## config.mk

```make
export PLATFORM = sky130hd
export DESIGN_NAME = oc_shutdown_guard
export DESIGN_NICKNAME = d
export VERILOG_FILES = /design/src/rtl/ocd_pkg.sv /design/src/rtl/ocd_run_counter.sv /design/src/rtl/ocd_channel.sv /design/src/rtl/ocd_flags.sv /design/src/rtl/oc_shutdown_guard.sv
export SDC_FILE = /design/constraint.sdc
export NUM_CORES = 1
export LEC_CHECK = 0
export CAP_MARGIN = 30
export CORE_MARGIN = 3
export CORE_UTILIZATION = 32
export DETAILED_ROUTE_END_ITERATION = 10
export SYNTH_ARGS = -nofsm -noshare
export SYNTH_HDL_FRONTEND = slang
export SYNTH_SLANG_ARGS = --single-unit
```

## constraint.sdc

```tcl
create_clock -name clk -period 5.5 [get_ports clk]
set_input_delay 1.1 -clock clk [delete_from_list [all_inputs] [get_ports clk]]
set_output_delay 1.1 -clock clk [all_outputs]
set_load 0.1 [all_outputs]
```

## src/rtl/ocd_pkg.sv

```systemverilog
`timescale 1ns/1ps
package ocd_pkg;
  localparam int SMP_W = 8;
  localparam int DLY_W = 8;
  localparam logic [SMP_W-1:0] THR_DEFAULT = 8'hD1;
  localparam logic [DLY_W-1:0] ST_DLY_DEFAULT = 8'h04;
  localparam logic [DLY_W-1:0] SD_DLY_DEFAULT = 8'h14;
endpackage

```

## src/rtl/ocd_run_counter.sv

```systemverilog
`timescale 1ns/1ps
// Consecutive-excursion counter; fires once per run when the target is reached
module ocd_run_counter #(
  parameter int CNT_W = 8
) (
  input  logic             clk,
  input  logic             rst_n,
  input  logic             hold,
  input  logic             tick,
  input  logic             over,
  input  logic [CNT_W-1:0] target,
  output logic             fire
);
  logic [CNT_W-1:0] cnt;

  function automatic logic f_reaches(logic [CNT_W-1:0] c, logic [CNT_W-1:0] t);
    return (c < t) && ((c + CNT_W'(1)) == t);
  endfunction

  assign fire = !hold && tick && over && f_reaches(cnt, target);

  always_ff @(posedge clk or negedge rst_n) begin
    if (!rst_n) begin
      cnt <= '0;
    end else if (hold) begin
      cnt <= '0;
    end else if (tick) begin
      if (!over)
        cnt <= '0;
      else if (cnt < target)
        cnt <= cnt + CNT_W'(1);
    end
  end
endmodule

```

## src/rtl/ocd_channel.sv

```systemverilog
`timescale 1ns/1ps
// One channel: limit comparator plus status and shutdown run counters
module ocd_channel #(
  parameter int SMP_W = 8,
  parameter int CNT_W = 8
) (
  input  logic             clk,
  input  logic             rst_n,
  input  logic             tick,
  input  logic [SMP_W-1:0] sample,
  input  logic [SMP_W-1:0] limit,
  input  logic [CNT_W-1:0] st_target,
  input  logic [CNT_W-1:0] sd_target,
  input  logic             st_hold,
  input  logic             sd_hold,
  output logic             over,
  output logic             st_fire,
  output logic             sd_fire
);
  // all-ones limit disables the comparator
  function automatic logic f_over(logic [SMP_W-1:0] s, logic [SMP_W-1:0] t);
    return (t != {SMP_W{1'b1}}) && (s > t);
  endfunction

  assign over = tick && f_over(sample, limit);

  ocd_run_counter #(.CNT_W(CNT_W)) u_st_cnt (
    .clk(clk), .rst_n(rst_n), .hold(st_hold), .tick(tick), .over(over),
    .target(st_target), .fire(st_fire)
  );

  ocd_run_counter #(.CNT_W(CNT_W)) u_sd_cnt (
    .clk(clk), .rst_n(rst_n), .hold(sd_hold), .tick(tick), .over(over),
    .target(sd_target), .fire(sd_fire)
  );
endmodule

```

## src/rtl/ocd_flags.sv

```systemverilog
`timescale 1ns/1ps
// Sticky status bits, interrupt request and shutdown latch
module ocd_flags #(
  parameter int NCH = 4
) (
  input  logic           clk,
  input  logic           rst_n,
  input  logic [NCH-1:0] st_fire,
  input  logic           sd_fire_any,
  input  logic           st_hold,
  input  logic           sd_hold,
  input  logic           st_wr,
  input  logic [NCH-1:0] st_wdata,
  input  logic           irq_clr,
  input  logic           alert_en,
  output logic [NCH-1:0] status,
  output logic           irq,
  output logic           shdn
);
  logic [NCH-1:0] keep_mask;
  assign keep_mask = st_wr ? st_wdata : {NCH{1'b1}};

  always_ff @(posedge clk or negedge rst_n) begin
    if (!rst_n) begin
      status <= '0;
      irq    <= 1'b0;
      shdn   <= 1'b0;
    end else begin
      status <= st_hold ? '0 : ((status & keep_mask) | st_fire);
      irq    <= alert_en && ((|st_fire) || (irq && !irq_clr));
      shdn   <= sd_hold ? 1'b0 : (shdn | sd_fire_any);
    end
  end
endmodule

```

## src/rtl/oc_shutdown_guard.sv

```systemverilog
`timescale 1ns/1ps
module oc_shutdown_guard #(
  parameter int NCH   = 4,
  parameter int SMP_W = ocd_pkg::SMP_W,
  parameter int DLY_W = ocd_pkg::DLY_W,
  localparam int CHW  = (NCH > 1) ? $clog2(NCH) : 1,
  localparam int CNT_W = DLY_W
) (
  input  logic                 clk,
  input  logic                 rst_n,
  input  logic                 smp_valid,
  input  logic [CHW-1:0]       smp_chan,
  input  logic [SMP_W-1:0]     smp_data,
  input  logic [NCH*SMP_W-1:0] thr_flat,
  input  logic [DLY_W-1:0]     st_dly,
  input  logic [DLY_W-1:0]     sd_dly,
  input  logic                 alert_en,
  input  logic                 ena,
  input  logic                 st_wr,
  input  logic [NCH-1:0]       st_wdata,
  input  logic                 st_acc,
  input  logic                 ara_won,
  output logic [NCH-1:0]       oc_status,
  output logic                 irq,
  output logic                 shdn
);
  // delay field N means N+1 consecutive excursions
  function automatic logic [CNT_W-1:0] f_target(logic [DLY_W-2:0] n);
    return CNT_W'(n) + CNT_W'(1);
  endfunction

  logic [CNT_W-1:0] st_target, sd_target;
  logic             st_hold, sd_hold;
  logic [NCH-1:0]   over_vec, st_fire_vec, sd_fire_vec, tick_vec;

  assign st_target = f_target(st_dly[DLY_W-2:0]);
  assign sd_target = f_target(sd_dly[DLY_W-2:0]);
  assign st_hold   = st_dly[DLY_W-1];
  assign sd_hold   = sd_dly[DLY_W-1] || !ena;

  for (genvar c = 0; c < NCH; c++) begin : g_ch
    assign tick_vec[c] = smp_valid && (smp_chan == CHW'(c));
    ocd_channel #(.SMP_W(SMP_W), .CNT_W(CNT_W)) u_ch (
      .clk(clk), .rst_n(rst_n), .tick(tick_vec[c]), .sample(smp_data),
      .limit(thr_flat[c*SMP_W +: SMP_W]),
      .st_target(st_target), .sd_target(sd_target),
      .st_hold(st_hold), .sd_hold(sd_hold),
      .over(over_vec[c]), .st_fire(st_fire_vec[c]), .sd_fire(sd_fire_vec[c])
    );
  end

  ocd_flags #(.NCH(NCH)) u_flags (
    .clk(clk), .rst_n(rst_n), .st_fire(st_fire_vec), .sd_fire_any(|sd_fire_vec),
    .st_hold(st_hold), .sd_hold(sd_hold), .st_wr(st_wr), .st_wdata(st_wdata),
    .irq_clr(st_acc || st_wr || ara_won), .alert_en(alert_en),
    .status(oc_status), .irq(irq), .shdn(shdn)
  );
endmodule

```

After elaboration in Yosys (flattened, before gate mapping). Cells that the tools add are included.

Output and inout port bits: 6. Logic and storage cells: 167. Bits of input ports: 70. Register bits after elaboration: 70.

$lt $le $gt $ge: 12. Bitwise operators: 3. Equality and inequality tests: 23. Multiplexer cells: 35. Reduce and logical (&&, ||, !) cells: 73. $add $sub $neg: 10.

Operators with widths (number): 2-to-1 mux 8 bit (32); adder 8 x 1 -> 8 bit (second input constant) (8); equality test 8 bit (8); less-than comparator 8 bit (8); logical AND 1 bit (46); > comparator 8 bit (4); != test 8 bit (second input constant) (4); adder 7 x 1 -> 8 bit (second input constant) (2); AND reduction 2 bit (8); nonzero test 2 bit (8); != test 3 x 2 -> 1 bit (second input constant) (5); != test 3 x 1 -> 1 bit (second input constant) (3); 2-to-1 mux 4 bit (2); OR reduction 4 bit (2); bitwise AND 4 bit (1); equality test 2 bit (second input constant) (2); zero test 1 bit (4); logical OR 1 bit (4); OR 4 bit (1); equality test 2 x 1 -> 1 bit (second input constant) (1); zero test 2 bit (1); 2-to-1 mux 1 bit (1); OR 1 bit (1).

Longest topological paths before layout.
Depth in word-level cells: 9. Depth in mapped cells: 13. Mapped depth without buffers: 12.

By module. From an unflattened synthesis, not the netlist that was laid out.

Cells, all modules: 1004. Area, all modules: 8338.0 µm².

By module, submodules not included: ocd_run_counter (cells each 102, area each 870.8 µm², times used 8, sequential area each 200.2 µm²); ocd_channel (cells each 32, area each 219.0 µm², times used 4, sequential area each 0.0 µm²); oc_shutdown_guard (cells each 37, area each 251.5 µm², times used 1, sequential area each 0.0 µm²); ocd_flags (cells each 23, area each 244.0 µm², times used 1, sequential area each 150.1 µm²).

Worst setup path after synthesis. No wires, ideal clock.

Path kind: input port to flip-flop. Start: in st_dly[0]. End: reg u_flags.irq. Stages: 11. Data required time: 5416 ps. Library setup time: 84 ps. Data arrival time: 4084 ps. Setup slack: 1333 ps. Buffers on the path: 0. Cells stage by stage: ha_1 -> nand3_1 -> xor2_1 -> ha_1 -> o2111a_1 -> nand4bb_1 -> a221o_1 -> or4_4 -> or3_4 -> o41a_4 -> a41oi_2.

Word-level cells in the longest chain between the ends: 7. Elaborated cells on any way between the ends: 20. Classes of those cells: add/sub (1); order compare (4); eq/ne (4); reduce/logical (11).

RTL lines: from (decl) (RTL line oc_shutdown_guard.sv:15) `input logic [DLY_W-1:0] st_dly,`; adder 7 x 1 -> 8 bit (*) (RTL line oc_shutdown_guard.sv:29) `return CNT_W'(n) + CNT_W'(1);`; less-than comparator 8 bit / equality test 8 bit (equally long branches) (RTL line ocd_run_counter.sv:17) `return (c < t) && ((c + CNT_W'(1)) == t);`; logical AND 1 bit (RTL line ocd_run_counter.sv:17); logical AND 1 bit (RTL line ocd_run_counter.sv:20) `assign fire = !hold && tick && over && f_reaches(cnt, target);`; OR reduction 4 bit (*) (RTL line ocd_flags.sv:30) `irq <= alert_en && ((|st_fire) || (irq && !irq_clr));`; logical OR 1 bit (*) (RTL line ocd_flags.sv:30); logical AND 1 bit (*) (RTL line ocd_flags.sv:30); to (signal assigned) (RTL line ocd_flags.sv:30); to (decl) (RTL line ocd_flags.sv:17) `output logic irq,`.

Mark *: on every way between the ends. The rest lies on a longest branch, timed or not. A chain may end at the register's enable or synchronous reset.

Final worst setup path. Same ends and word-level chain as after synthesis.

==> metrics.csv <==
stage,metric,value,unit
route,DRC,0,
cells_and_area,fin nets,1151,
critical_path,critical path type,input pin to register,
clock_tree,clk slew on worst S/H paths,0.06,ns
synth,Post-synth EDFFs,0,
global_route,vias in the first global route,6588,
clock_tree,postcts setup bufs,0,
clock_tree,CTS Sinks,70,
sta,Setup-failing EPs final,0,
place,GP Congestion,0.8890,
worst_hold_path,min-delay worst type,input pin to asynchronous set/reset pin,
floorplanning,core area,0.02271,sq mm
synth,most frequent cells after synthesis,"ha_1, dfrtp_1, inv_1, o21ai_0, xnor2_1",
critical_path,largest delay contributor family on the critical path,simple AND/OR/NAND/NOR gates,
critical_path,Setup crit start,st_dly[0],
sta,final worst path period need,4.478,ns
synth,sequential fraction of the synthesis area,0.2363,
power_and_ir_drop,VDD IR-drop max,0.00008879,V
power_and_ir_drop,Leak Pwr,0.003839,uW
critical_path,Max stage delay on crit path,0.53,ns
clock_tree,post-CTS sizing,0,
synth,"flops & latches, synth",70,
clock_tree,H-Tree Depth,3,
place,IO buf count,75,
route,mean number of vias per cell,5.325,
sta,clock skew,0.003968,ns
floorplanning,full die area,0.02503,sq mm
global_route,pin count of the biggest net entering global routing,71,
cells_and_area,post-layout util,0.3926,
synth,Mapped Area,0.007412,sq mm
synth,most frequent cell after synthesis,ha_1,
synth,Yosys cell types,72,
sta,FMAX,223.3,MHz
critical_path,CP Capture Type,register,
sta,crit share post-route,0.8141,
synth,largest cells by area after synthesis,"dfrtp_1, ha_1, xnor2_1",
floorplanning,Ports,76,
global_route,GRT overflow,0,
place,DP Wirelength,15310,um
critical_path,Startpoint Class,input pin,
route,initial drt markers,420,
sta,Final Slew Violations,0,
global_route,first-pass GRT wire length,33380,um
run,Max Cap Viol,0,
global_route,initial antenna violation count,0,
sta,worst rel slew slack,0.3511,
synth,syn avg cell area,8.154,sq um
clock_tree,worst skew pair latency,0.34,ns
synth,asr flop ratio synth,1.000,
floorplanning,Initial Util,0.3264,
synth,post-synth top area cell,dfrtp_1,
route,routed vias,6821,
route,DRT Pass-1 Iters,6,
floorplanning,Rows,55,
clock_tree,Post-CTS Hold Buffers,0,
synth,Main synth FF type,dfrtp_1,
sta,Worst Tran Pin Value,0.9703,ns
route,routed wire length,19710,um
cells_and_area,area grow syn2layout,20.29,%
floorplanning,die width,158.2,um
route,wire per inst,15.39,um
critical_path,crit-path most repeated cell,ha_1,
sta,RSZ-0062 raised after global routing,false,
power_and_ir_drop,PD cells,161.1,mW/mm^2
cells_and_area,layout cells sized above 1,0.06225,
critical_path,crit path max fanout,5,
critical_path,CP required,5.76,ns
route,post-route ant nets,0,
critical_path,R2R setup slack,2.49,ns
global_route,Total GRT Usage,0.1640,
sta,setup_tns,0,ns
critical_path,WP buf/inv,1,
synth,synth warn,0,
clock_tree,CTS tree,built,
run_status,status,completed,
critical_path,worst flop-to-flop path startpoint,g_ch[1].u_ch.u_st_cnt.cnt[1],
critical_path,Worst path slowest cell,or4_4,
synth,share of Yosys cell area claimed by the top area cell type,0.2363,
critical_path,Worst EP arrival,4.74,ns
synth,Syn Inst Count,909,
floorplanning,die height,158.2,um
clock_tree,deepest clock path buffer count,2,
clock_tree,CTS root buf,clkbuf_16,
clock_tree,CTS Buf Count,9,
synth,Synth Net Count,1069,
sta,Final Hold Viols,0,
power_and_ir_drop,Final Power,1437,uW
critical_path,critical path cell sequence,clkdlybuf4s50_1 -> ha_1 -> nand3_1 -> xor2_1 -> ha_1 -> o2111a_1 -> nand4bb_1 -> a221o_1 -> or4_4 -> or3_4 -> o41a_4 -> a41oi_2,
cells_and_area,diodes inserted,0,
==> routing by layer <==
metal  global-route usage  vias up  routed length [um]
met2               0.2544      143                8502
met4              0.05162        0                 380
met1               0.2338     3162               10000
li1                     -     3489                   -
met5                    0        -                   0
met3              0.02597       27                 822
==> final timing paths <==
path | end | cells after the start
min in group clk | g_ch[2].u_ch.u_st_cnt.cnt[7] | 1
min | g_ch[1].u_ch.u_sd_cnt.cnt[4] | 1
max reg2reg | u_flags.irq | 9
max | u_flags.irq | 12
max in group asynchronous | g_ch[2].u_ch.u_st_cnt.cnt[2] | 2
min reg2reg | g_ch[2].u_ch.u_st_cnt.cnt[7] | 1
==> power by group <==
group	internal, uW	total (uW)	switching [uW]
combinational	133	290	157
clock	408	628	220
sequential	517	519	2.09
==> worst register-to-register path, cell delays in order, from the launching register on <==
cell,delay (ns)
dfrtp_1,0.43
ha_1,0.30
nor2b_1,0.13
o21a_1,0.16
o211ai_1,0.20
a31oi_1,0.13
maj3_1,0.44
a2111oi_4,0.55
nand4_1,0.34
a41oi_2,0.25
==> cell families after synthesis <==
family                     share of synthesized area
buffers and inverters                        0.04828
AOI/OAI and AO/OA                             0.2100
muxes                                        0.01013
xor gates and xnor gates                      0.1111
and+or+nand+nor                               0.2296
DFF                                           0.2363
adders and majority gates                     0.1546
==> layout by cell type, fill, tap and decap left out, types with 6 or more instances in the layout <==
| master | count |
|---|---|
| a211oi_1 | 6 |
| a21o_1 | 19 |
| a21oi_1 | 58 |
| a311oi_1 | 6 |
| a31oi_1 | 15 |
| and2_1 | 12 |
| and3_1 | 26 |
| buf_4 | 20 |
| clkbuf_16 | 9 |
| clkdlybuf4s50_1 | 74 |
| dfrtp_1 | 70 |
| ha_1 | 90 |
| inv_1 | 70 |
| nand2_1 | 52 |
| nand2b_1 | 12 |
| nand3_1 | 36 |
| nand3b_1 | 8 |
| nand4_1 | 20 |
| nor2_1 | 60 |
| nor2b_1 | 18 |
| nor3_1 | 20 |
| nor4_1 | 13 |
| o2111ai_1 | 8 |
| o211ai_1 | 6 |
| o21a_1 | 9 |
| o21ai_0 | 68 |
| or2_2 | 9 |
| xnor2_1 | 68 |
| xor2_1 | 26 |
==> flip-flops by register name, summed over array words and instances (netlist names) <==
register / cells
g_ch.u_ch.u_sd_cnt.cnt: 32
g_ch.u_ch.u_st_cnt.cnt: 32
u_flags.irq: 1
u_flags.shdn: 1
u_flags.status: 4
==> final cells by class <==
type	count	area, sq um
fill	2298	13790
timing repair buffer	95	918.4
tap	285	356.6
clock buffer	12	246.5
multi-input combinational	745	5310
clock inverter	4	70.07
inverter	70	262.8
sequential	70	1752
==> metrics by stage <==
stage | setup WS (ns) | instance area [sq um] | instances | hold slack (ns)
floorplan | 1.333 | 7412 | 909 | 0.4986
global placement | 0.7733 | 8564 | 1263 | 0.5371
detailed placement | 0.6906 | 8572 | 1264 | 0.5383
CTS | 1.041 | 8889 | 1280 | 0.5475
global route | 0.8013 | 8916 | 1281 | 0.5290
finish | 1.022 | 8916 | 1281 | 0.5445
No activity file was read; power rests on OpenSTA's default activity.
